## src/rtl/mmt_pkg.sv

```systemverilog
// Shared types for the multi-mode timer core.
package mmt_pkg;
    typedef enum logic [1:0] {
        MD_FREE  = 2'd0,
        MD_PULSE = 2'd1,
        MD_ENC   = 2'd2,
        MD_TRI   = 2'd3
    } mode_e;
endpackage

```

## src/rtl/mmt_event_decode.sv

```systemverilog
// Event decoder: turns the current count state and strobes into one-hot-ish
// action requests for the counter register and the flag unit.
// Assumes: mode is stable while running; clears beat tick actions.
module mmt_event_decode
    import mmt_pkg::*;
#(
    parameter int WIDTH = 16
) (
    input  logic             clk,
    input  logic             rst_n,
    input  mode_e            md,
    input  logic             running,
    input  logic             tick,
    input  logic             cap_stb,
    input  logic             home_edge,
    input  logic             home_lvl,
    input  logic [WIDTH-1:0] count,
    input  logic [WIDTH-1:0] cmp_val,
    input  logic [WIDTH-1:0] period_buf,
    input  logic             dir_down,
    input  logic             first,
    output logic             evt_cap,
    output logic             evt_home,
    output logic             evt_cmp_clr,
    output logic             evt_wrap,
    output logic             evt_ovf,
    output logic             evt_match,
    output logic             evt_peak,
    output logic             evt_valley,
    output logic             evt_inc,
    output logic             evt_dec
);
    localparam logic [WIDTH-1:0] ONES = {WIDTH{1'b1}};

    logic tk, at_ones, cmp_hit, tri_dn;

    // Decode the action for this cycle, clears first.
    always_comb begin
        evt_cap     = running && (md == MD_PULSE) && cap_stb;
        evt_home    = running && (md == MD_ENC) && (home_edge || home_lvl);
        tk          = running && tick && !evt_cap && !evt_home;
        at_ones     = (count == ONES);
        cmp_hit     = (count == cmp_val) && !first;
        tri_dn      = (md == MD_TRI) && dir_down;
        evt_cmp_clr = tk && (md == MD_ENC) && cmp_hit;
        evt_peak    = tk && (md == MD_TRI) && !dir_down && (count == period_buf) && !first;
        evt_valley  = tk && tri_dn && (count == '0);
        evt_wrap    = tk && at_ones && !evt_cmp_clr && !evt_peak && !tri_dn;
        evt_ovf     = evt_wrap && !first && (md != MD_TRI);
        evt_match   = (tk && (md == MD_FREE) && cmp_hit) || evt_cmp_clr || evt_peak;
        evt_dec     = tk && tri_dn && !evt_valley;
        evt_inc     = tk && !evt_cmp_clr && !evt_peak && !evt_wrap && !tri_dn;
    end


    first_wrap_chk: assert property (@(posedge clk) disable iff (!rst_n)
        (first && running && tick) |-> (!evt_ovf && !evt_match));

endmodule

```

## src/rtl/mmt_count_reg.sv

```systemverilog
// Counter state: count, direction, start marker, period buffer, capture.
// Assumes: start (rising cnt_en) outranks every other action that cycle.
module mmt_count_reg
    import mmt_pkg::*;
#(
    parameter int WIDTH = 16
) (
    input  logic             clk,
    input  logic             rst_n,
    input  mode_e            md,
    input  logic             cnt_en,
    input  logic             ld_defer,
    input  logic [WIDTH-1:0] load_val,
    input  logic [WIDTH-1:0] period_val,
    input  logic             evt_cap,
    input  logic             evt_home,
    input  logic             evt_cmp_clr,
    input  logic             evt_wrap,
    input  logic             evt_peak,
    input  logic             evt_valley,
    input  logic             evt_inc,
    input  logic             evt_dec,
    output logic             running,
    output logic [WIDTH-1:0] count,
    output logic [WIDTH-1:0] cap_val,
    output logic [WIDTH-1:0] period_buf,
    output logic             dir_down,
    output logic             first
);
    localparam logic [WIDTH-1:0] ONES = {WIDTH{1'b1}};

    logic             en_q;
    logic             start;
    logic [WIDTH-1:0] start_val;

    assign start     = cnt_en && !en_q;
    assign running   = cnt_en && en_q;
    assign start_val = ((md == MD_ENC) && !ld_defer) ? load_val : ONES;

    // Remember the enable to find its rising edge.
    always_ff @(posedge clk) begin
        if (!rst_n) en_q <= 1'b0;
        else        en_q <= cnt_en;
    end

    // Update count, direction, period buffer and capture value.
    always_ff @(posedge clk) begin
        if (!rst_n) begin
            count      <= '0;
            cap_val    <= '0;
            period_buf <= '0;
            dir_down   <= 1'b0;
            first      <= 1'b0;
        end else if (start) begin
            count      <= start_val;
            first      <= (start_val == ONES);
            dir_down   <= 1'b0;
            period_buf <= period_val;
        end else begin
            if (evt_cap) begin
                cap_val <= count;
                count   <= '0;
            end else if (evt_home || evt_cmp_clr || evt_wrap) begin
                count <= '0;
            end else if (evt_peak) begin
                dir_down <= 1'b1;
                count    <= count - 1'b1;
            end else if (evt_valley) begin
                dir_down   <= 1'b0;
                count      <= {{(WIDTH-1){1'b0}}, 1'b1};
                period_buf <= period_val;
            end else if (evt_inc) begin
                count <= count + 1'b1;
            end else if (evt_dec) begin
                count <= count - 1'b1;
            end
            if (evt_cap || evt_home || evt_cmp_clr || evt_wrap || evt_peak ||
                evt_valley || evt_inc || evt_dec)
                first <= 1'b0;
        end
    end


    hold_chk: assert property (@(posedge clk) disable iff (!rst_n)
        !cnt_en |=> $stable(count));


    start_chk: assert property (@(posedge clk) disable iff (!rst_n)
        (cnt_en && !en_q && !((md == MD_ENC) && !ld_defer)) |=> (count == ONES));


    cmp_clear_chk: assert property (@(posedge clk) disable iff (!rst_n)
        (evt_cmp_clr && en_q && cnt_en) |=> (count == '0));

endmodule

```

## src/rtl/mmt_flag_unit.sv

```systemverilog
// Overflow flags and event pulses, all registered.
// Assumes: a set outranks a software clear in the same cycle.
module mmt_flag_unit
    import mmt_pkg::*;
(
    input  logic  clk,
    input  logic  rst_n,
    input  mode_e md,
    input  logic  evt_ovf,
    input  logic  evt_match,
    input  logic  ovf_clr,
    output logic  tmr_ovf,
    output logic  enc_ovf,
    output logic  ovf_irq,
    output logic  match_irq
);
    logic set_tmr, set_enc;

    assign set_tmr = evt_ovf && (md != MD_ENC);
    assign set_enc = evt_ovf && (md == MD_ENC);

    // Register the pulses and keep the sticky flags.
    always_ff @(posedge clk) begin
        if (!rst_n) begin
            tmr_ovf   <= 1'b0;
            enc_ovf   <= 1'b0;
            ovf_irq   <= 1'b0;
            match_irq <= 1'b0;
        end else begin
            ovf_irq   <= evt_ovf;
            match_irq <= evt_match;
            if (set_tmr)      tmr_ovf <= 1'b1;
            else if (ovf_clr) tmr_ovf <= 1'b0;
            if (set_enc)      enc_ovf <= 1'b1;
            else if (ovf_clr) enc_ovf <= 1'b0;
        end
    end


    sticky_chk: assert property (@(posedge clk) disable iff (!rst_n)
        (tmr_ovf && !ovf_clr) |=> tmr_ovf);


    ovf_flag_chk: assert property (@(posedge clk) disable iff (!rst_n)
        ovf_irq |-> (tmr_ovf || enc_ovf));


    tri_no_ovf_chk: assert property (@(posedge clk) disable iff (!rst_n)
        (md == MD_TRI) |-> !evt_ovf);

endmodule

```

## src/rtl/mmt_core.sv

```systemverilog
// Multi-mode timer counter core: ties the event decoder, counter register
// and flag unit together. Assumes inputs are synchronous to clk.
module mmt_core
    import mmt_pkg::*;
#(
    parameter int WIDTH = 16
) (
    input  logic             clk,
    input  logic             rst_n,
    input  logic             cnt_en,
    input  logic             tick,
    input  logic [1:0]       mode,
    input  logic [WIDTH-1:0] cmp_val,
    input  logic [WIDTH-1:0] period_val,
    input  logic             cap_stb,
    input  logic             home_edge,
    input  logic             home_lvl,
    input  logic             ld_defer,
    input  logic [WIDTH-1:0] load_val,
    input  logic             ovf_clr,
    output logic [WIDTH-1:0] count,
    output logic [WIDTH-1:0] cap_val,
    output logic             tmr_ovf,
    output logic             enc_ovf,
    output logic             ovf_irq,
    output logic             match_irq
);
    mode_e            md;
    logic             running, dir_down, first;
    logic [WIDTH-1:0] period_buf;
    logic evt_cap, evt_home, evt_cmp_clr, evt_wrap, evt_ovf, evt_match;
    logic evt_peak, evt_valley, evt_inc, evt_dec;

    assign md = mode_e'(mode);

    mmt_event_decode #(.WIDTH(WIDTH)) u_dec (
        .clk(clk), .rst_n(rst_n), .md(md), .running(running), .tick(tick),
        .cap_stb(cap_stb), .home_edge(home_edge), .home_lvl(home_lvl),
        .count(count), .cmp_val(cmp_val), .period_buf(period_buf),
        .dir_down(dir_down), .first(first),
        .evt_cap(evt_cap), .evt_home(evt_home), .evt_cmp_clr(evt_cmp_clr),
        .evt_wrap(evt_wrap), .evt_ovf(evt_ovf), .evt_match(evt_match),
        .evt_peak(evt_peak), .evt_valley(evt_valley),
        .evt_inc(evt_inc), .evt_dec(evt_dec)
    );

    mmt_count_reg #(.WIDTH(WIDTH)) u_cnt (
        .clk(clk), .rst_n(rst_n), .md(md), .cnt_en(cnt_en),
        .ld_defer(ld_defer), .load_val(load_val), .period_val(period_val),
        .evt_cap(evt_cap), .evt_home(evt_home), .evt_cmp_clr(evt_cmp_clr),
        .evt_wrap(evt_wrap), .evt_peak(evt_peak), .evt_valley(evt_valley),
        .evt_inc(evt_inc), .evt_dec(evt_dec),
        .running(running), .count(count), .cap_val(cap_val),
        .period_buf(period_buf), .dir_down(dir_down), .first(first)
    );

    mmt_flag_unit u_flg (
        .clk(clk), .rst_n(rst_n), .md(md), .evt_ovf(evt_ovf),
        .evt_match(evt_match), .ovf_clr(ovf_clr),
        .tmr_ovf(tmr_ovf), .enc_ovf(enc_ovf),
        .ovf_irq(ovf_irq), .match_irq(match_irq)
    );


    cap_pulse_chk: assert property (@(posedge clk) disable iff (!rst_n)
        evt_cap |=> (count == '0 && !ovf_irq));

endmodule

```

## config.mk

```make
export PLATFORM = sky130hd
export DESIGN_NAME = mmt_core
export DESIGN_NICKNAME = d
export VERILOG_FILES = /design/src/rtl/mmt_pkg.sv /design/src/rtl/mmt_event_decode.sv /design/src/rtl/mmt_count_reg.sv /design/src/rtl/mmt_flag_unit.sv /design/src/rtl/mmt_core.sv
export SDC_FILE = /design/constraint.sdc
export NUM_CORES = 1
export LEC_CHECK = 0
export BUFFER_PORTS_ARGS = -buffer_cell sky130_fd_sc_hd__buf_4
export CORE_UTILIZATION = 45
export CTS_BUF_LIST = sky130_fd_sc_hd__clkbuf_4 sky130_fd_sc_hd__clkbuf_8
export DETAILED_ROUTE_END_ITERATION = 6
export HOLD_SLACK_MARGIN = 0.03
export PLACE_DENSITY_LB_ADDON = 0.3
export SYNTH_ARGS = -nofsm -noshare
export SYNTH_HDL_FRONTEND = slang
export SYNTH_SLANG_ARGS = --single-unit
```

## constraint.sdc

```tcl
create_clock -name clk -period 3.63 [get_ports clk]
set_input_delay 0.726 -clock clk [delete_from_list [all_inputs] [get_ports clk]]
set_output_delay 0.726 -clock clk [all_outputs]
set_load 0.01 [all_outputs]
```

# == Yosys cells after proc, flatten, opt, wreduce, memory -nomap -nowiden ==
# Cells that the tools add are included.
# totals
reg_bits,55
inputBits,59
output_inout_bits,36
wordCells,118
# op_classes
n_addsub,2
eq_ne,12
mux,20
bitwise,4
reduce_logical,70
# op_table
operator,count
$mux 16,13
$logic_and 1x1->1,35
$eq 16x16->1,2
$eq 16x16->1 const B,2
$add 16x1->16 const B,1
$logic_not 16->1,1
$sub 16x1->16 const B,1
$logic_or 1x1->1,12
$logic_not 1->1,11
$reduce_bool 2->1,5
$ne 2x2->1 const B,4
$mux 1,7
$reduce_bool 7->1,1
$eq 2x2->1 const B,2
$not 1->1,4
$reduce_and 4->1,1
$reduce_and 3->1,1
$eq 2x1->1 const B,1
$logic_not 2->1,1
$ne 2x1->1 const B,1
$reduce_and 2->1,1
$reduce_or 2->1,1

# == Depth between registers and ports, before layout ==
# Gate-level depths: netlist (run 1).
# depth
ltp_word,22
mapped_depth,12
ltp_nobuf,10

# == By module ==
# A second synthesis (run 1) with hierarchy kept.
# hier_totals
hier_cells,487
area_unflattened_um2,3672.3
# by_module_without_submodules
mod,instances,cells_each,area_each_um2,seq_area_each_um2
mmt_count_reg,1,393,2942.8,1021.0
mmt_event_decode,1,82,598.1,0.0
mmt_flag_unit,1,12,131.4,80.1

# == Least setup slack after synthesis (run 1) ==
# No wires, ideal clock.
# synth_path
path_type,input to register
startpoint,input port cmp_val[14]
endpoint,register u_cnt.count[11]
setup_time_ns,0.120
arrival_ns,2.783
t_required_ns,3.510
path_slack_ns,0.727
path_stages,9
n_path_buf,1
cell_sequence,xnor2_2 > o21ai_1 > or4_4 > or4b_4 > nand4b_4 > buf_12 > mux2_2 > o22ai_1 > a21oi_1
# synth_via
elab_chain_len,16
elab_cells_between_ends,21
classes_between,1 x eq/ne; 6 x mux; 14 x reduce/logical
# synth_rtl
element,line_no,text
"start, declared",mmt_core.sv:13,"input logic [WIDTH-1:0] cmp_val,"
$eq 16x16->1 *,mmt_event_decode.sv:43,cmp_hit = (count == cmp_val) && !first;
$logic_and 1x1->1 *,mmt_event_decode.sv:43,
$logic_and 1x1->1 *,mmt_event_decode.sv:45,evt_cmp_clr = tk && (md == MD_ENC) && cmp_hit;
$logic_not 1->1,"mmt_event_decode.sv:48, mmt_event_decode.sv:52",
$logic_and 1x1->1 (3 in series),mmt_event_decode.sv:48,evt_wrap = tk && at_ones && !evt_cmp_clr && !evt_peak && !tri_dn;
$logic_not 1->1,mmt_event_decode.sv:52,evt_inc = tk && !evt_cmp_clr && !evt_peak && !evt_wrap && !tri_dn;
$logic_and 1x1->1 (2 in series),mmt_event_decode.sv:52,
$mux 16,mmt_count_reg.sv:72,end else if (evt_inc) begin
$mux 16,mmt_count_reg.sv:68,end else if (evt_valley) begin
$mux 16,mmt_count_reg.sv:65,end else if (evt_peak) begin
$mux 16,mmt_count_reg.sv:63,end else if (evt_home || evt_cmp_clr || evt_wrap) begin
$mux 16,mmt_count_reg.sv:60,if (evt_cap) begin
$mux 16,mmt_count_reg.sv:54,end else if (start) begin
"end signal, assigned",mmt_count_reg.sv:55,count <= start_val;
"end signal, assigned",mmt_count_reg.sv:67,count <= count - 1'b1;
"end signal, assigned",mmt_count_reg.sv:70,"count <= {{(WIDTH-1){1'b0}}, 1'b1};"
"end, declared",mmt_count_reg.sv:24,"output logic [WIDTH-1:0] count,"
# Every way passes the cells marked *; elsewhere a longest branch is shown, timed or not.
# A chain may end at the register's enable or synchronous reset.

# == Worst setup path after layout (run 1) ==
# layout_path
startpoint,register u_cnt.count[6]
endpoint,register u_cnt.count[10]
# layout_via
elab_chain_len,16
elab_cells_between_ends,34
classes_between,2 x add/sub; 3 x eq/ne; 7 x mux; 22 x reduce/logical
# layout_rtl
element
"parallel branches: the longest is 16 deep, another holds $sub 16x1->16"
# Several ways; the timed one is not identified. The select of a mux whose other input is x is not followed.

==> run_summary.xml, run 1 <==
<?xml version="1.0" encoding="UTF-8"?>
<metrics>
  <group name="clock_network">
    <metric name="clkSlewWorstSetupHoldPaths" unit="ns">0.11</metric>
    <metric name="clkSinkCount" unit="">55</metric>
    <metric name="post-cts-setup-buffers" unit="">0</metric>
    <metric name="post_cts_resize_count" unit="">0</metric>
    <metric name="clock_tree.buffer_depth" unit="">2</metric>
    <metric name="cts-htree-levels" unit="">2</metric>
    <metric name="cts_root_buf" unit="">sky130_fd_sc_hd__clkbuf_8</metric>
    <metric name="cts_buffers" unit="">5</metric>
    <metric name="clk-insertion-delay-late" unit="ns">0.33</metric>
    <metric name="post_cts_hold_buffer_count" unit="">0</metric>
    <metric name="cts_tree" unit="">yes</metric>
  </group>
  <group name="synth">
    <metric name="synth.yosys.seq_area_share" unit="%">30.4</metric>
    <metric name="post_synth_inst_count" unit="">490</metric>
    <metric name="synth_nets" unit="">551</metric>
    <metric name="synth.top_cell.area_share" unit="%">30.4</metric>
    <metric name="synth_cell_types" unit="">58</metric>
    <metric name="dominantRegCellSynth" unit="">sky130_fd_sc_hd__dfxtp_1</metric>
    <metric name="async_reset_ff_share" unit="%">0</metric>
    <metric name="post_synth.cell_area_avg" unit="um2">7.40</metric>
    <metric name="syn-cell-area" unit="mm2">0.00363</metric>
    <metric name="yosys_warnings" unit="">0</metric>
    <metric name="synth_area_leader" unit="">sky130_fd_sc_hd__dfxtp_1</metric>
    <metric name="synth-seq-cells" unit="">55</metric>
    <metric name="synth_top_cells_by_area" unit="">sky130_fd_sc_hd__dfxtp_1, sky130_fd_sc_hd__nand2_1, sky130_fd_sc_hd__xnor2_1</metric>
    <metric name="synth_edf_count" unit="">0</metric>
  </group>
  <group name="power">
    <metric name="ir_drop" unit="mV">0.188</metric>
    <metric name="p_leak" unit="uW">0.00182</metric>
    <metric name="power_density" unit="mW/mm2">341</metric>
  </group>
  <group name="timing">
    <metric name="timing.final.hold_violations" unit="">0</metric>
    <metric name="setup_skew" unit="ns">0.00607</metric>
    <metric name="grt_setup_unrepaired" unit="">no</metric>
    <metric name="timing.fmax" unit="MHz">319</metric>
    <metric name="tns" unit="ns">0</metric>
    <metric name="maxSlewViolCount" unit="">0</metric>
    <metric name="final_period_minus_worst_setup_slack" unit="ns">3.14</metric>
    <metric name="max-slew-margin-rel" unit="%">29.6</metric>
    <metric name="timing.final.setup_violations" unit="">0</metric>
    <metric name="timing.hold.ws" unit="ns">0.461</metric>
    <metric name="layout_worst_path_cycle_share" unit="%">86.4</metric>
    <metric name="worst_slew_pin_slew" unit="ns">1.05</metric>
  </group>
  <group name="route">
    <metric name="remaining_drc_errors" unit="">0</metric>
    <metric name="route.antenna.remaining_nets" unit="">0</metric>
    <metric name="wl_per_cell" unit="um">17.1</metric>
    <metric name="vias_per_cell" unit="">5.82</metric>
    <metric name="totalWireLength" unit="mm">11.4</metric>
    <metric name="route.vias.total" unit="">3891</metric>
    <metric name="dr.pass1.iters" unit="">5</metric>
    <metric name="detailedRoute.firstIterationViolations" unit="">299</metric>
  </group>
  <group name="global_route">
    <metric name="grt_start_max_net_pins" unit="">46</metric>
    <metric name="antenna_found_initial" unit="">0</metric>
    <metric name="grt_pass1_vias" unit="">3710</metric>
    <metric name="global_route.usage.total" unit="%">27.9</metric>
    <metric name="gr-total-overflow" unit="">0</metric>
    <metric name="global_route_wire_length_before_repair" unit="mm">18.4</metric>
  </group>
  <group name="floorplan">
    <metric name="fp.dieW" unit="um">91.8</metric>
    <metric name="initial_core_util" unit="%">46.7</metric>
    <metric name="die_height" unit="um">91.8</metric>
    <metric name="core-area" unit="mm2">0.00777</metric>
    <metric name="total_die_area" unit="mm2">0.00842</metric>
    <metric name="io_pins" unit="">95</metric>
    <metric name="std_cell_rows" unit="">32</metric>
  </group>
  <group name="final_layout">
    <metric name="layout.cells.most_common" unit="">sky130_fd_sc_hd__buf_4</metric>
    <metric name="most-common-layout-cells" unit="">sky130_fd_sc_hd__buf_4, sky130_fd_sc_hd__nand2_1, sky130_fd_sc_hd__dfxtp_1</metric>
    <metric name="design_area" unit="mm2">0.00447</metric>
    <metric name="count_of_inserted_antenna_diode_cells" unit="">0</metric>
    <metric name="nFillCells" unit="">746</metric>
    <metric name="final_nets" unit="">626</metric>
    <metric name="top_regs" unit="">u_cnt.cap_val (16), u_cnt.count (16), u_cnt.period_buf (16)</metric>
    <metric name="post_route_cells_drive_above_1_share" unit="%">23.5</metric>
    <metric name="final-instance-count-excl-fill" unit="">668</metric>
    <metric name="synthToLayoutAreaGrowth" unit="%">23.2</metric>
  </group>
  <group name="placement">
    <metric name="postPlaceCellArea" unit="mm2">0.00437</metric>
    <metric name="detailed_place_hpwl" unit="mm">8.53</metric>
    <metric name="globalplace.congestion" unit="">0.944</metric>
    <metric name="portBuffers" unit="">94</metric>
    <metric name="post_place_cells" unit="">660</metric>
  </group>
  <group name="critical_path">
    <metric name="reg2reg_to" unit="">u_cnt.count[10]</metric>
    <metric name="crit_fanout" unit="">23</metric>
    <metric name="startpoint_type" unit="">flip-flop</metric>
    <metric name="rrSetupSlack" unit="ns">0.49</metric>
    <metric name="arrival" unit="ns">3.40</metric>
    <metric name="crit_type" unit="">flip-flop to flip-flop</metric>
    <metric name="end_kind" unit="">flip-flop</metric>
    <metric name="cp_data_required_time" unit="ns">3.89</metric>
    <metric name="r2r_cells" unit="">7</metric>
    <metric name="regToRegStartpoint" unit="">u_cnt.count[6]</metric>
  </group>
  <group name="min_path">
    <metric name="whs_path_depth" unit="">2</metric>
    <metric name="timing.hold.worst.class" unit="">flip-flop to flip-flop</metric>
    <metric name="hold_path_startpoint" unit="">u_cnt.cap_val[11]</metric>
    <metric name="hold_end" unit="">u_cnt.cap_val[11]</metric>
  </group>
  <group name="status">
    <metric name="run_status" unit="">complete, no violations</metric>
  </group>
  <group name="flow_run">
    <metric name="max_cap_viol_count" unit="">0</metric>
  </group>
</metrics>
## critical path, cell delays in order (launching register included)
cell                       delay [ns]
sky130_fd_sc_hd__dfxtp_1         0.72
sky130_fd_sc_hd__o22ai_1         0.18
sky130_fd_sc_hd__or4_4           0.44
sky130_fd_sc_hd__or4b_4          0.57
sky130_fd_sc_hd__nand4b_4        0.35
sky130_fd_sc_hd__mux2i_1         0.28
sky130_fd_sc_hd__mux2_2          0.36
sky130_fd_sc_hd__a31oi_1         0.15
## metal layers
metal / wire (um) / share of wire, % / up-vias / GRT usage, %
met1: 4780 / 42 / 1831 / 35.4
met4: 308 / 2.7 / 0 / 12.2
met3: 912 / 8.0 / 35 / 5.39
li1: - / - / 1859 / -
met5: 0 / 0 / - / 0
met2: 5440 / 48 / 166 / 46.1
## Yosys cell counts (4+ instances only)
cell / instances
sky130_fd_sc_hd__o41ai_1: 4
sky130_fd_sc_hd__xnor2_1: 26
sky130_fd_sc_hd__xor2_1: 7
sky130_fd_sc_hd__and3_1: 8
sky130_fd_sc_hd__clkbuf_1: 29
sky130_fd_sc_hd__a21oi_1: 42
sky130_fd_sc_hd__nand2_1: 101
sky130_fd_sc_hd__o21ai_0: 25
sky130_fd_sc_hd__mux2_2: 6
sky130_fd_sc_hd__dfxtp_1: 55
sky130_fd_sc_hd__nand4_1: 14
sky130_fd_sc_hd__and2_1: 5
sky130_fd_sc_hd__nor2_1: 29
sky130_fd_sc_hd__o22ai_1: 5
sky130_fd_sc_hd__buf_2: 6
sky130_fd_sc_hd__nand2b_1: 5
sky130_fd_sc_hd__nand4b_1: 4
sky130_fd_sc_hd__o211ai_1: 7
sky130_fd_sc_hd__nor2b_1: 7
sky130_fd_sc_hd__nor3_1: 8
sky130_fd_sc_hd__inv_1: 10
sky130_fd_sc_hd__o21a_1: 6
sky130_fd_sc_hd__a31oi_1: 6
sky130_fd_sc_hd__nor4_1: 5
sky130_fd_sc_hd__mux2i_1: 13
sky130_fd_sc_hd__nand3_1: 8
## cell type report
cell class	instances	area (um2)	area share, %
clock inverters	3	27.5	0.616
clock buffers	5	68.8	1.54
well taps	102	128	2.86
flip-flops and latches	55	1100	24.6
multi-input cells	382	2280	50.9
inverters	11	41.3	0.924
repair buffers	110	826	18.5
## logic make-up after synthesis
kind of cell             Yosys count  synth area share, %
adder cells (fa/ha/maj)            2                0.690
AND/OR/NAND/NOR                  213                 29.2
XOR/XNOR                          34                 8.42
multiplexers                      19                 5.45
buffers and inverters             53                 6.90
AO/OA/AOI/OAI                    114                 19.0
flip-flops                        55                 30.4
## stage by stage
stage | setup slack, ns | util [%] | total power [uW]
2_1_floorplan | 0.727 | - | 968
3_3_place_gp | 0.328 | 56.3 | 1130
3_5_place_dp | 0.245 | 56.3 | 1140
4_1_cts | 0.549 | 57.5 | 1520
5_1_grt | 0.357 | 57.5 | 1600
6_report | 0.495 | 57.5 | 1520
## where the power goes
part / internal, uW / switching (uW)
sequential: 634 / 68.5
combinational: 208 / 226
clock: 144 / 242
## worst max path at each step
stage          slack [ns]            from              endpoint  depth (start not counted)
5_1_grt              0.36  u_cnt.count[9]        u_cnt.count[3]                          8
6_report             0.49  u_cnt.count[6]       u_cnt.count[10]                          7
3_5_place_dp         0.25     cmp_val[14]       u_cnt.count[10]                          9
3_3_place_gp         0.33         mode[0]  u_cnt.period_buf[11]                          8
4_1_cts              0.55  u_cnt.count[6]       u_cnt.count[10]                          7
2_1_floorplan        0.73     cmp_val[14]       u_cnt.count[11]                          9
No activity file was read; power rests on OpenSTA's default activity.
==> run 2: changes to the inputs <==
Settings changed: CORE_ASPECT_RATIO set to 0.5, CORE_UTILIZATION 45 to 30.
==> run_summary.xml, run 2 (synthesis results as in run 1) <==
<?xml version="1.0" encoding="UTF-8"?>
<metrics>
  <group name="power">
    <metric name="power_frac_comb" unit="%">27.1</metric>
    <metric name="p_leak" unit="uW">0.00184</metric>
    <metric name="internal_power" unit="uW">1070</metric>
    <metric name="ir_drop" unit="mV">0.138</metric>
    <metric name="power.switching_fraction" unit="%">32.8</metric>
    <metric name="power_density" unit="mW/mm2">348</metric>
    <metric name="p_seq_share" unit="%">44.4</metric>
    <metric name="share_of_total_power_in_the_clock_network" unit="%">28.4</metric>
    <metric name="power.switching" unit="uW">523</metric>
  </group>
  <group name="global_route">
    <metric name="grt_pass1_vias" unit="">3591</metric>
    <metric name="antenna_found_initial" unit="">0</metric>
    <metric name="gr-total-overflow" unit="">0</metric>
    <metric name="global_route.usage.total" unit="%">20.0</metric>
    <metric name="grt_start_max_net_pins" unit="">46</metric>
    <metric name="global_route_wire_length_before_repair" unit="mm">19.1</metric>
  </group>
  <group name="timing">
    <metric name="timing.final.setup_violations" unit="">0</metric>
    <metric name="timing.final.hold_violations" unit="">0</metric>
    <metric name="tns" unit="ns">0</metric>
    <metric name="setup_skew" unit="ns">0.0108</metric>
    <metric name="final_period_minus_worst_setup_slack" unit="ns">3.10</metric>
    <metric name="worst_slew_pin_slew" unit="ns">1.04</metric>
    <metric name="layout_worst_path_cycle_share" unit="%">85.3</metric>
    <metric name="timing.hold.ws" unit="ns">0.463</metric>
    <metric name="timing.fmax" unit="MHz">323</metric>
    <metric name="max-slew-margin-rel" unit="%">30.7</metric>
    <metric name="grt_setup_unrepaired" unit="">no</metric>
    <metric name="maxSlewViolCount" unit="">0</metric>
  </group>
  <group name="status">
    <metric name="run_status" unit="">complete, no violations</metric>
  </group>
  <group name="final_layout">
    <metric name="nFillCells" unit="">1175</metric>
    <metric name="most-common-layout-cells" unit="">sky130_fd_sc_hd__buf_4, sky130_fd_sc_hd__nand2_1, sky130_fd_sc_hd__dfxtp_1</metric>
    <metric name="layout.cells.most_common" unit="">sky130_fd_sc_hd__buf_4</metric>
    <metric name="count_of_inserted_antenna_diode_cells" unit="">0</metric>
    <metric name="combined_area_of_the_multi_input_logic_cells" unit="mm2">0.00228</metric>
    <metric name="design_area" unit="mm2">0.00458</metric>
    <metric name="top_regs" unit="">u_cnt.cap_val (16), u_cnt.count (16), u_cnt.period_buf (16)</metric>
    <metric name="final_nets" unit="">628</metric>
    <metric name="seqCellArea" unit="mm2">0.00110</metric>
    <metric name="synthToLayoutAreaGrowth" unit="%">26.3</metric>
    <metric name="post_route_cells_drive_above_1_share" unit="%">23.8</metric>
  </group>
  <group name="clock_network">
    <metric name="post_cts_resize_count" unit="">0</metric>
    <metric name="cts_buffers" unit="">5</metric>
    <metric name="post_cts_hold_buffer_count" unit="">0</metric>
    <metric name="clock_tree.buffer_depth" unit="">2</metric>
    <metric name="cts_tree" unit="">yes</metric>
    <metric name="clkSlewWorstSetupHoldPaths" unit="ns">0.11</metric>
    <metric name="post-cts-setup-buffers" unit="">0</metric>
    <metric name="cts-htree-levels" unit="">2</metric>
    <metric name="clk-insertion-delay-late" unit="ns">0.33</metric>
    <metric name="cts_root_buf" unit="">sky130_fd_sc_hd__clkbuf_8</metric>
    <metric name="clkSinkCount" unit="">55</metric>
  </group>
  <group name="min_path">
    <metric name="whs_path_depth" unit="">2</metric>
    <metric name="hold_path_startpoint" unit="">u_cnt.cap_val[13]</metric>
    <metric name="hold_end" unit="">u_cnt.cap_val[13]</metric>
    <metric name="timing.hold.worst.class" unit="">flip-flop to flip-flop</metric>
  </group>
  <group name="critical_path">
    <metric name="slowest_stage" unit="">sky130_fd_sc_hd__dfxtp_1</metric>
    <metric name="r2r_cells" unit="">7</metric>
    <metric name="reg2reg_to" unit="">u_cnt.count[4]</metric>
    <metric name="crit_type" unit="">flip-flop to flip-flop</metric>
    <metric name="regToRegStartpoint" unit="">u_cnt.count[15]</metric>
    <metric name="cp_data_required_time" unit="ns">3.89</metric>
    <metric name="cp_slowest_stage_delay" unit="ns">0.69</metric>
    <metric name="critPathBufInv" unit="">0</metric>
    <metric name="rrSetupSlack" unit="ns">0.53</metric>
    <metric name="crit_fanout" unit="">23</metric>
    <metric name="startpoint_type" unit="">flip-flop</metric>
    <metric name="end_kind" unit="">flip-flop</metric>
    <metric name="arrival" unit="ns">3.35</metric>
    <metric name="cp-startpoint" unit="">u_cnt.count[15]</metric>
    <metric name="critPathTopFamily" unit="">simple AND/OR/NAND/NOR gates</metric>
    <metric name="crit_chain" unit="">o22ai_1, or4_4, or4b_4, nand4b_4, mux2i_1, mux2_2, a31oi_1</metric>
  </group>
  <group name="floorplan">
    <metric name="core-area" unit="mm2">0.0114</metric>
    <metric name="die_height" unit="um">79.8</metric>
    <metric name="initial_core_util" unit="%">31.9</metric>
    <metric name="io_pins" unit="">95</metric>
    <metric name="fp.dieW" unit="um">158</metric>
    <metric name="total_die_area" unit="mm2">0.0126</metric>
    <metric name="std_cell_rows" unit="">27</metric>
  </group>
  <group name="flow_run">
    <metric name="max_cap_viol_count" unit="">0</metric>
  </group>
  <group name="route">
    <metric name="route.vias.total" unit="">3872</metric>
    <metric name="detailedRoute.firstIterationViolations" unit="">341</metric>
    <metric name="wl_per_cell" unit="um">16.9</metric>
    <metric name="route.antenna.remaining_nets" unit="">0</metric>
    <metric name="totalWireLength" unit="mm">12.3</metric>
    <metric name="dr.pass1.iters" unit="">5</metric>
    <metric name="vias_per_cell" unit="">5.33</metric>
    <metric name="remaining_drc_errors" unit="">0</metric>
  </group>
  <group name="placement">
    <metric name="postPlaceCellArea" unit="mm2">0.00446</metric>
    <metric name="portBuffers" unit="">94</metric>
    <metric name="detailed_place_hpwl" unit="mm">9.12</metric>
    <metric name="globalplace.congestion" unit="">0.885</metric>
  </group>
</metrics>
run 2: worst min-delay path, stage by stage, from the launching register on:
cell	delay [ns]
sky130_fd_sc_hd__dfxtp_1	0.33
sky130_fd_sc_hd__nand2_1	0.05
sky130_fd_sc_hd__a21oi_1	0.05
run 2: cell type report:
| type | count | area share [%] |
|---|---|---|
| clock inverter | 2 | 0.847 |
| timing repair buffer | 112 | 18.4 |
| multi-input combinational | 382 | 49.7 |
| tap | 159 | 4.34 |
| sequential | 55 | 24.0 |
| clock buffer | 6 | 1.80 |
| inverter | 11 | 0.902 |
run 2: routing by layer:
layer	up-vias	wire [um]	track usage (%)
li1	1870	-	-
met1	1832	5750	28.0
met2	155	5480	31.2
met3	15	897	3.75
met4	0	141	5.34
met5	-	0	0
run 2: how the worst max path moves through the flow:
stage | end | cells past startpoint
floorplan | u_cnt.count[11] | 9
global placement | u_cnt.count[2] | 9
detailed placement | u_cnt.count[4] | 9
CTS | u_cnt.count[4] | 7
global route | u_cnt.count[10] | 8
finish | u_cnt.count[4] | 7
run 2: metrics by stage:
stage          utilization [%]  power [uW]  setup slack, ns  std cells
6_report                  40.2        1590            0.534        727
5_1_grt                   40.2        1670            0.424        727
4_1_cts                   40.2        1590            0.537        727
3_5_place_dp              39.2        1150            0.307        719
3_3_place_gp              39.2        1140            0.337        719
2_1_floorplan                -         968            0.727        490
run 2: power by group through the flow:
stage | combinational, uW | sequential [uW] | clock [uW]
global placement | 425 | 720 | 0
CTS | 429 | 706 | 459
global route | 474 | 712 | 487
floorplan | 291 | 676 | 0
finish | 433 | 708 | 453
detailed placement | 427 | 719 | 0
==> run 3: changes to the inputs <==
Settings changed: ABC_AREA set to 1.
==> run_summary.xml, run 3 <==
<?xml version="1.0" encoding="UTF-8"?>
<metrics>
  <group name="synth">
    <metric name="post_synth.cell_area_avg" unit="um2">6.07</metric>
    <metric name="synth-seq-cells" unit="">55</metric>
    <metric name="synth_xor_xnor_area_share" unit="%">6.44</metric>
    <metric name="synth_top_cells_by_count" unit="">sky130_fd_sc_hd__nand2_1, sky130_fd_sc_hd__nor2_1, sky130_fd_sc_hd__inv_1</metric>
    <metric name="dominantRegCellSynth" unit="">sky130_fd_sc_hd__dfxtp_1</metric>
    <metric name="async_reset_ff_share" unit="%">0</metric>
    <metric name="synth.top_cell.area_share" unit="%">27.9</metric>
    <metric name="synth_compound_gate_area_share" unit="%">12.7</metric>
    <metric name="synth.yosys.seq_area_share" unit="%">27.9</metric>
    <metric name="muxShareOfSynthArea" unit="%">0</metric>
    <metric name="synth-adder-area-share" unit="%">0.634</metric>
    <metric name="synth_nets" unit="">711</metric>
    <metric name="yosys_warnings" unit="">0</metric>
    <metric name="combinational_family_with_the_most_area_after_synthesis" unit="">simple AND/OR/NAND/NOR gates</metric>
    <metric name="post_synth_inst_count" unit="">650</metric>
    <metric name="synth_simple_gate_area_share" unit="%">40.0</metric>
    <metric name="synth_edf_count" unit="">0</metric>
    <metric name="synth_area_leader" unit="">sky130_fd_sc_hd__dfxtp_1</metric>
    <metric name="syn-cell-area" unit="mm2">0.00395</metric>
    <metric name="synth_top_cells_by_area" unit="">sky130_fd_sc_hd__dfxtp_1, sky130_fd_sc_hd__nand2_1, sky130_fd_sc_hd__nor2_1</metric>
    <metric name="synthMostInstantiatedCell" unit="">sky130_fd_sc_hd__nand2_1</metric>
    <metric name="synth_cell_types" unit="">33</metric>
  </group>
  <group name="critical_path">
    <metric name="crit_fanout" unit="">32</metric>
    <metric name="crit_type" unit="">flip-flop to flip-flop</metric>
    <metric name="rrSetupSlack" unit="ns">0.99</metric>
    <metric name="cp_data_required_time" unit="ns">3.86</metric>
    <metric name="r2r_cells" unit="">13</metric>
    <metric name="regToRegStartpoint" unit="">u_cnt.count[8]</metric>
    <metric name="reg2reg_to" unit="">u_cnt.count[10]</metric>
    <metric name="end_kind" unit="">flip-flop</metric>
    <metric name="arrival" unit="ns">2.86</metric>
    <metric name="startpoint_type" unit="">flip-flop</metric>
  </group>
  <group name="clock_network">
    <metric name="post-cts-setup-buffers" unit="">0</metric>
    <metric name="cts_buffers" unit="">5</metric>
    <metric name="post_cts_hold_buffer_count" unit="">0</metric>
    <metric name="clock_tree.buffer_depth" unit="">2</metric>
    <metric name="clkSlewWorstSetupHoldPaths" unit="ns">0.12</metric>
    <metric name="cts_tree" unit="">yes</metric>
    <metric name="cts_root_buf" unit="">sky130_fd_sc_hd__clkbuf_8</metric>
    <metric name="cts-htree-levels" unit="">2</metric>
    <metric name="post_cts_resize_count" unit="">0</metric>
    <metric name="clkSinkCount" unit="">55</metric>
    <metric name="clk-insertion-delay-late" unit="ns">0.34</metric>
  </group>
  <group name="timing">
    <metric name="timing.hold.ws" unit="ns">0.476</metric>
    <metric name="timing.final.setup_violations" unit="">0</metric>
    <metric name="grt_setup_unrepaired" unit="">no</metric>
    <metric name="tns" unit="ns">0</metric>
    <metric name="maxSlewViolCount" unit="">0</metric>
    <metric name="max-slew-margin-rel" unit="%">45.6</metric>
    <metric name="final_period_minus_worst_setup_slack" unit="ns">2.64</metric>
    <metric name="timing.fmax" unit="MHz">379</metric>
    <metric name="layout_worst_path_cycle_share" unit="%">72.6</metric>
    <metric name="timing.final.hold_violations" unit="">0</metric>
    <metric name="setup_skew" unit="ns">0.0128</metric>
    <metric name="worst_slew_pin_slew" unit="ns">0.815</metric>
    <metric name="setup_slack" unit="ns">0.993</metric>
  </group>
  <group name="global_route">
    <metric name="antenna_found_initial" unit="">0</metric>
    <metric name="global_route.usage.total" unit="%">20.0</metric>
    <metric name="grt_start_max_net_pins" unit="">53</metric>
    <metric name="grt_pass1_vias" unit="">3990</metric>
    <metric name="global_route_wire_length_before_repair" unit="mm">21.3</metric>
    <metric name="gr-total-overflow" unit="">0</metric>
  </group>
  <group name="placement">
    <metric name="globalplace.congestion" unit="">0.940</metric>
    <metric name="placement.setup.worst_slack" unit="ns">0.771</metric>
    <metric name="postPlaceCellArea" unit="mm2">0.00470</metric>
    <metric name="detailed_place_hpwl" unit="mm">10.3</metric>
    <metric name="portBuffers" unit="">94</metric>
  </group>
  <group name="route">
    <metric name="dr.pass1.iters" unit="">7</metric>
    <metric name="drt-met1-wl" unit="mm">6.59</metric>
    <metric name="dr.max_layer_used" unit="">met4</metric>
    <metric name="route.vias.total" unit="">4351</metric>
    <metric name="met3WireLength" unit="mm">1.12</metric>
    <metric name="wl_per_cell" unit="um">15.0</metric>
    <metric name="remaining_drc_errors" unit="">0</metric>
    <metric name="vias_per_cell" unit="">4.87</metric>
    <metric name="detailedRoute.firstIterationViolations" unit="">373</metric>
    <metric name="route.antenna.remaining_nets" unit="">0</metric>
    <metric name="met2RoutedLength" unit="mm">5.59</metric>
    <metric name="totalWireLength" unit="mm">13.4</metric>
  </group>
  <group name="final_layout">
    <metric name="top_regs" unit="">u_cnt.cap_val (16), u_cnt.count (16), u_cnt.period_buf (16)</metric>
    <metric name="design_area" unit="mm2">0.00482</metric>
    <metric name="layout.cells.most_common" unit="">sky130_fd_sc_hd__nand2_1</metric>
    <metric name="post_route_cells_drive_above_1_share" unit="%">19.6</metric>
    <metric name="most-common-layout-cells" unit="">sky130_fd_sc_hd__nand2_1, sky130_fd_sc_hd__buf_4, sky130_fd_sc_hd__nor2_1</metric>
    <metric name="final_nets" unit="">784</metric>
    <metric name="synthToLayoutAreaGrowth" unit="%">22.1</metric>
    <metric name="count_of_inserted_antenna_diode_cells" unit="">0</metric>
  </group>
  <group name="min_path">
    <metric name="hold_end" unit="">u_cnt.period_buf[5]</metric>
    <metric name="hold_path_startpoint" unit="">u_cnt.period_buf[5]</metric>
    <metric name="timing.hold.worst.class" unit="">flip-flop to flip-flop</metric>
    <metric name="whs_path_depth" unit="">2</metric>
  </group>
  <group name="power">
    <metric name="p_seq_share" unit="%">41.8</metric>
    <metric name="internal_power" unit="uW">1060</metric>
    <metric name="share_of_total_power_in_the_clock_network" unit="%">27.2</metric>
    <metric name="ir_drop" unit="mV">0.138</metric>
    <metric name="power.switching" unit="uW">622</metric>
    <metric name="power_density" unit="mW/mm2">349</metric>
    <metric name="p_leak" unit="uW">0.00239</metric>
    <metric name="power.switching_fraction" unit="%">37.0</metric>
    <metric name="power_frac_comb" unit="%">31.0</metric>
  </group>
  <group name="floorplan">
    <metric name="core-area" unit="mm2">0.0127</metric>
    <metric name="io_pins" unit="">95</metric>
    <metric name="total_die_area" unit="mm2">0.0136</metric>
    <metric name="std_cell_rows" unit="">29</metric>
    <metric name="fp.dieW" unit="um">164</metric>
    <metric name="die_height" unit="um">83.1</metric>
    <metric name="initial_core_util" unit="%">31.0</metric>
  </group>
  <group name="flow_run">
    <metric name="max_cap_viol_count" unit="">0</metric>
  </group>
  <group name="status">
    <metric name="run_status" unit="">complete, no violations</metric>
  </group>
</metrics>
-- run 3: cell types whose count changed after synthesis, moves of 11 or more --
cell / delta
sky130_fd_sc_hd__nand2_1: +77
sky130_fd_sc_hd__buf_4: +11
sky130_fd_sc_hd__clkbuf_1: -16
sky130_fd_sc_hd__inv_2: +13
sky130_fd_sc_hd__xnor2_1: -19
sky130_fd_sc_hd__o21ai_0: +13
sky130_fd_sc_hd__a21oi_1: +13
sky130_fd_sc_hd__nor2_1: +65
sky130_fd_sc_hd__nand3_1: +27
sky130_fd_sc_hd__xor2_1: +15
sky130_fd_sc_hd__mux2i_1: -13
sky130_fd_sc_hd__inv_1: +50
-- run 3: worst max-delay path, stage by stage, from the launching register on --
cell	delay [ns]
sky130_fd_sc_hd__dfxtp_1	0.65
sky130_fd_sc_hd__inv_2	0.19
sky130_fd_sc_hd__nand2_1	0.10
sky130_fd_sc_hd__nand2_1	0.07
sky130_fd_sc_hd__nor2_1	0.10
sky130_fd_sc_hd__nand2_1	0.07
sky130_fd_sc_hd__nor2_1	0.15
sky130_fd_sc_hd__nand3_2	0.12
sky130_fd_sc_hd__nand2_2	0.12
sky130_fd_sc_hd__nand3b_4	0.10
sky130_fd_sc_hd__nor2_4	0.56
sky130_fd_sc_hd__nand2_1	0.13
sky130_fd_sc_hd__nand2_1	0.09
sky130_fd_sc_hd__a21oi_1	0.04
-- run 3: cell families (layout without fill, tap and decap cells) --
family / Yosys count / count (layout)
AND/OR/NAND/NOR: 358 / 358
flip-flops: 55 / 55
buffers and inverters: 108 / 182
AO/OA/AOI/OAI: 98 / 98
adder cells (fa/ha/maj): 2 / 2
XOR/XNOR: 29 / 29
-- run 3: stage by stage --
stage	power [uW]	utilization [%]	cells
final	1680	37.8	894
after global routing	1790	37.8	894
after CTS	1680	37.8	894
after detailed placement	1230	36.9	886
after global placement	1230	36.9	886
after floorplan	1050	-	650
-- run 3: area by class of cell --
class	instances	area, um2
flip-flops and latches	55	1100
fillers	1410	7920
clock inverters	3	50.0
repair buffers	99	743
multi-input cells	487	2360
well taps	170	213
clock buffers	5	68.8
inverters	75	282
-- run 3: worst max path at each step --
stage,start,to,cells after the start
after floorplan,cnt_en,u_cnt.count[11],13
after global placement,cnt_en,u_cnt.count[14],12
after detailed placement,cnt_en,u_cnt.count[10],13
after CTS,u_cnt.count[8],u_cnt.count[10],13
after global routing,u_cnt.count[4],u_cnt.count[14],12
final,u_cnt.count[8],u_cnt.count[10],13
-- run 3: power by group through the flow --
| stage | Clock [uW] | Sequential (uW) | Combinational, uW |
|---|---|---|---|
| global route | 495 | 708 | 584 |
| global placement | 0 | 715 | 514 |
| CTS | 464 | 701 | 520 |
| detailed placement | 0 | 715 | 517 |
| finish | 458 | 703 | 522 |
| floorplan | 0 | 687 | 365 |
-- run 3: per-layer routing --
layer,up-vias,track usage [%]
met4,0,3.45
met3,9,3.20
li1,2208,-
met2,166,30.1
met5,-,0
met1,1968,30.0
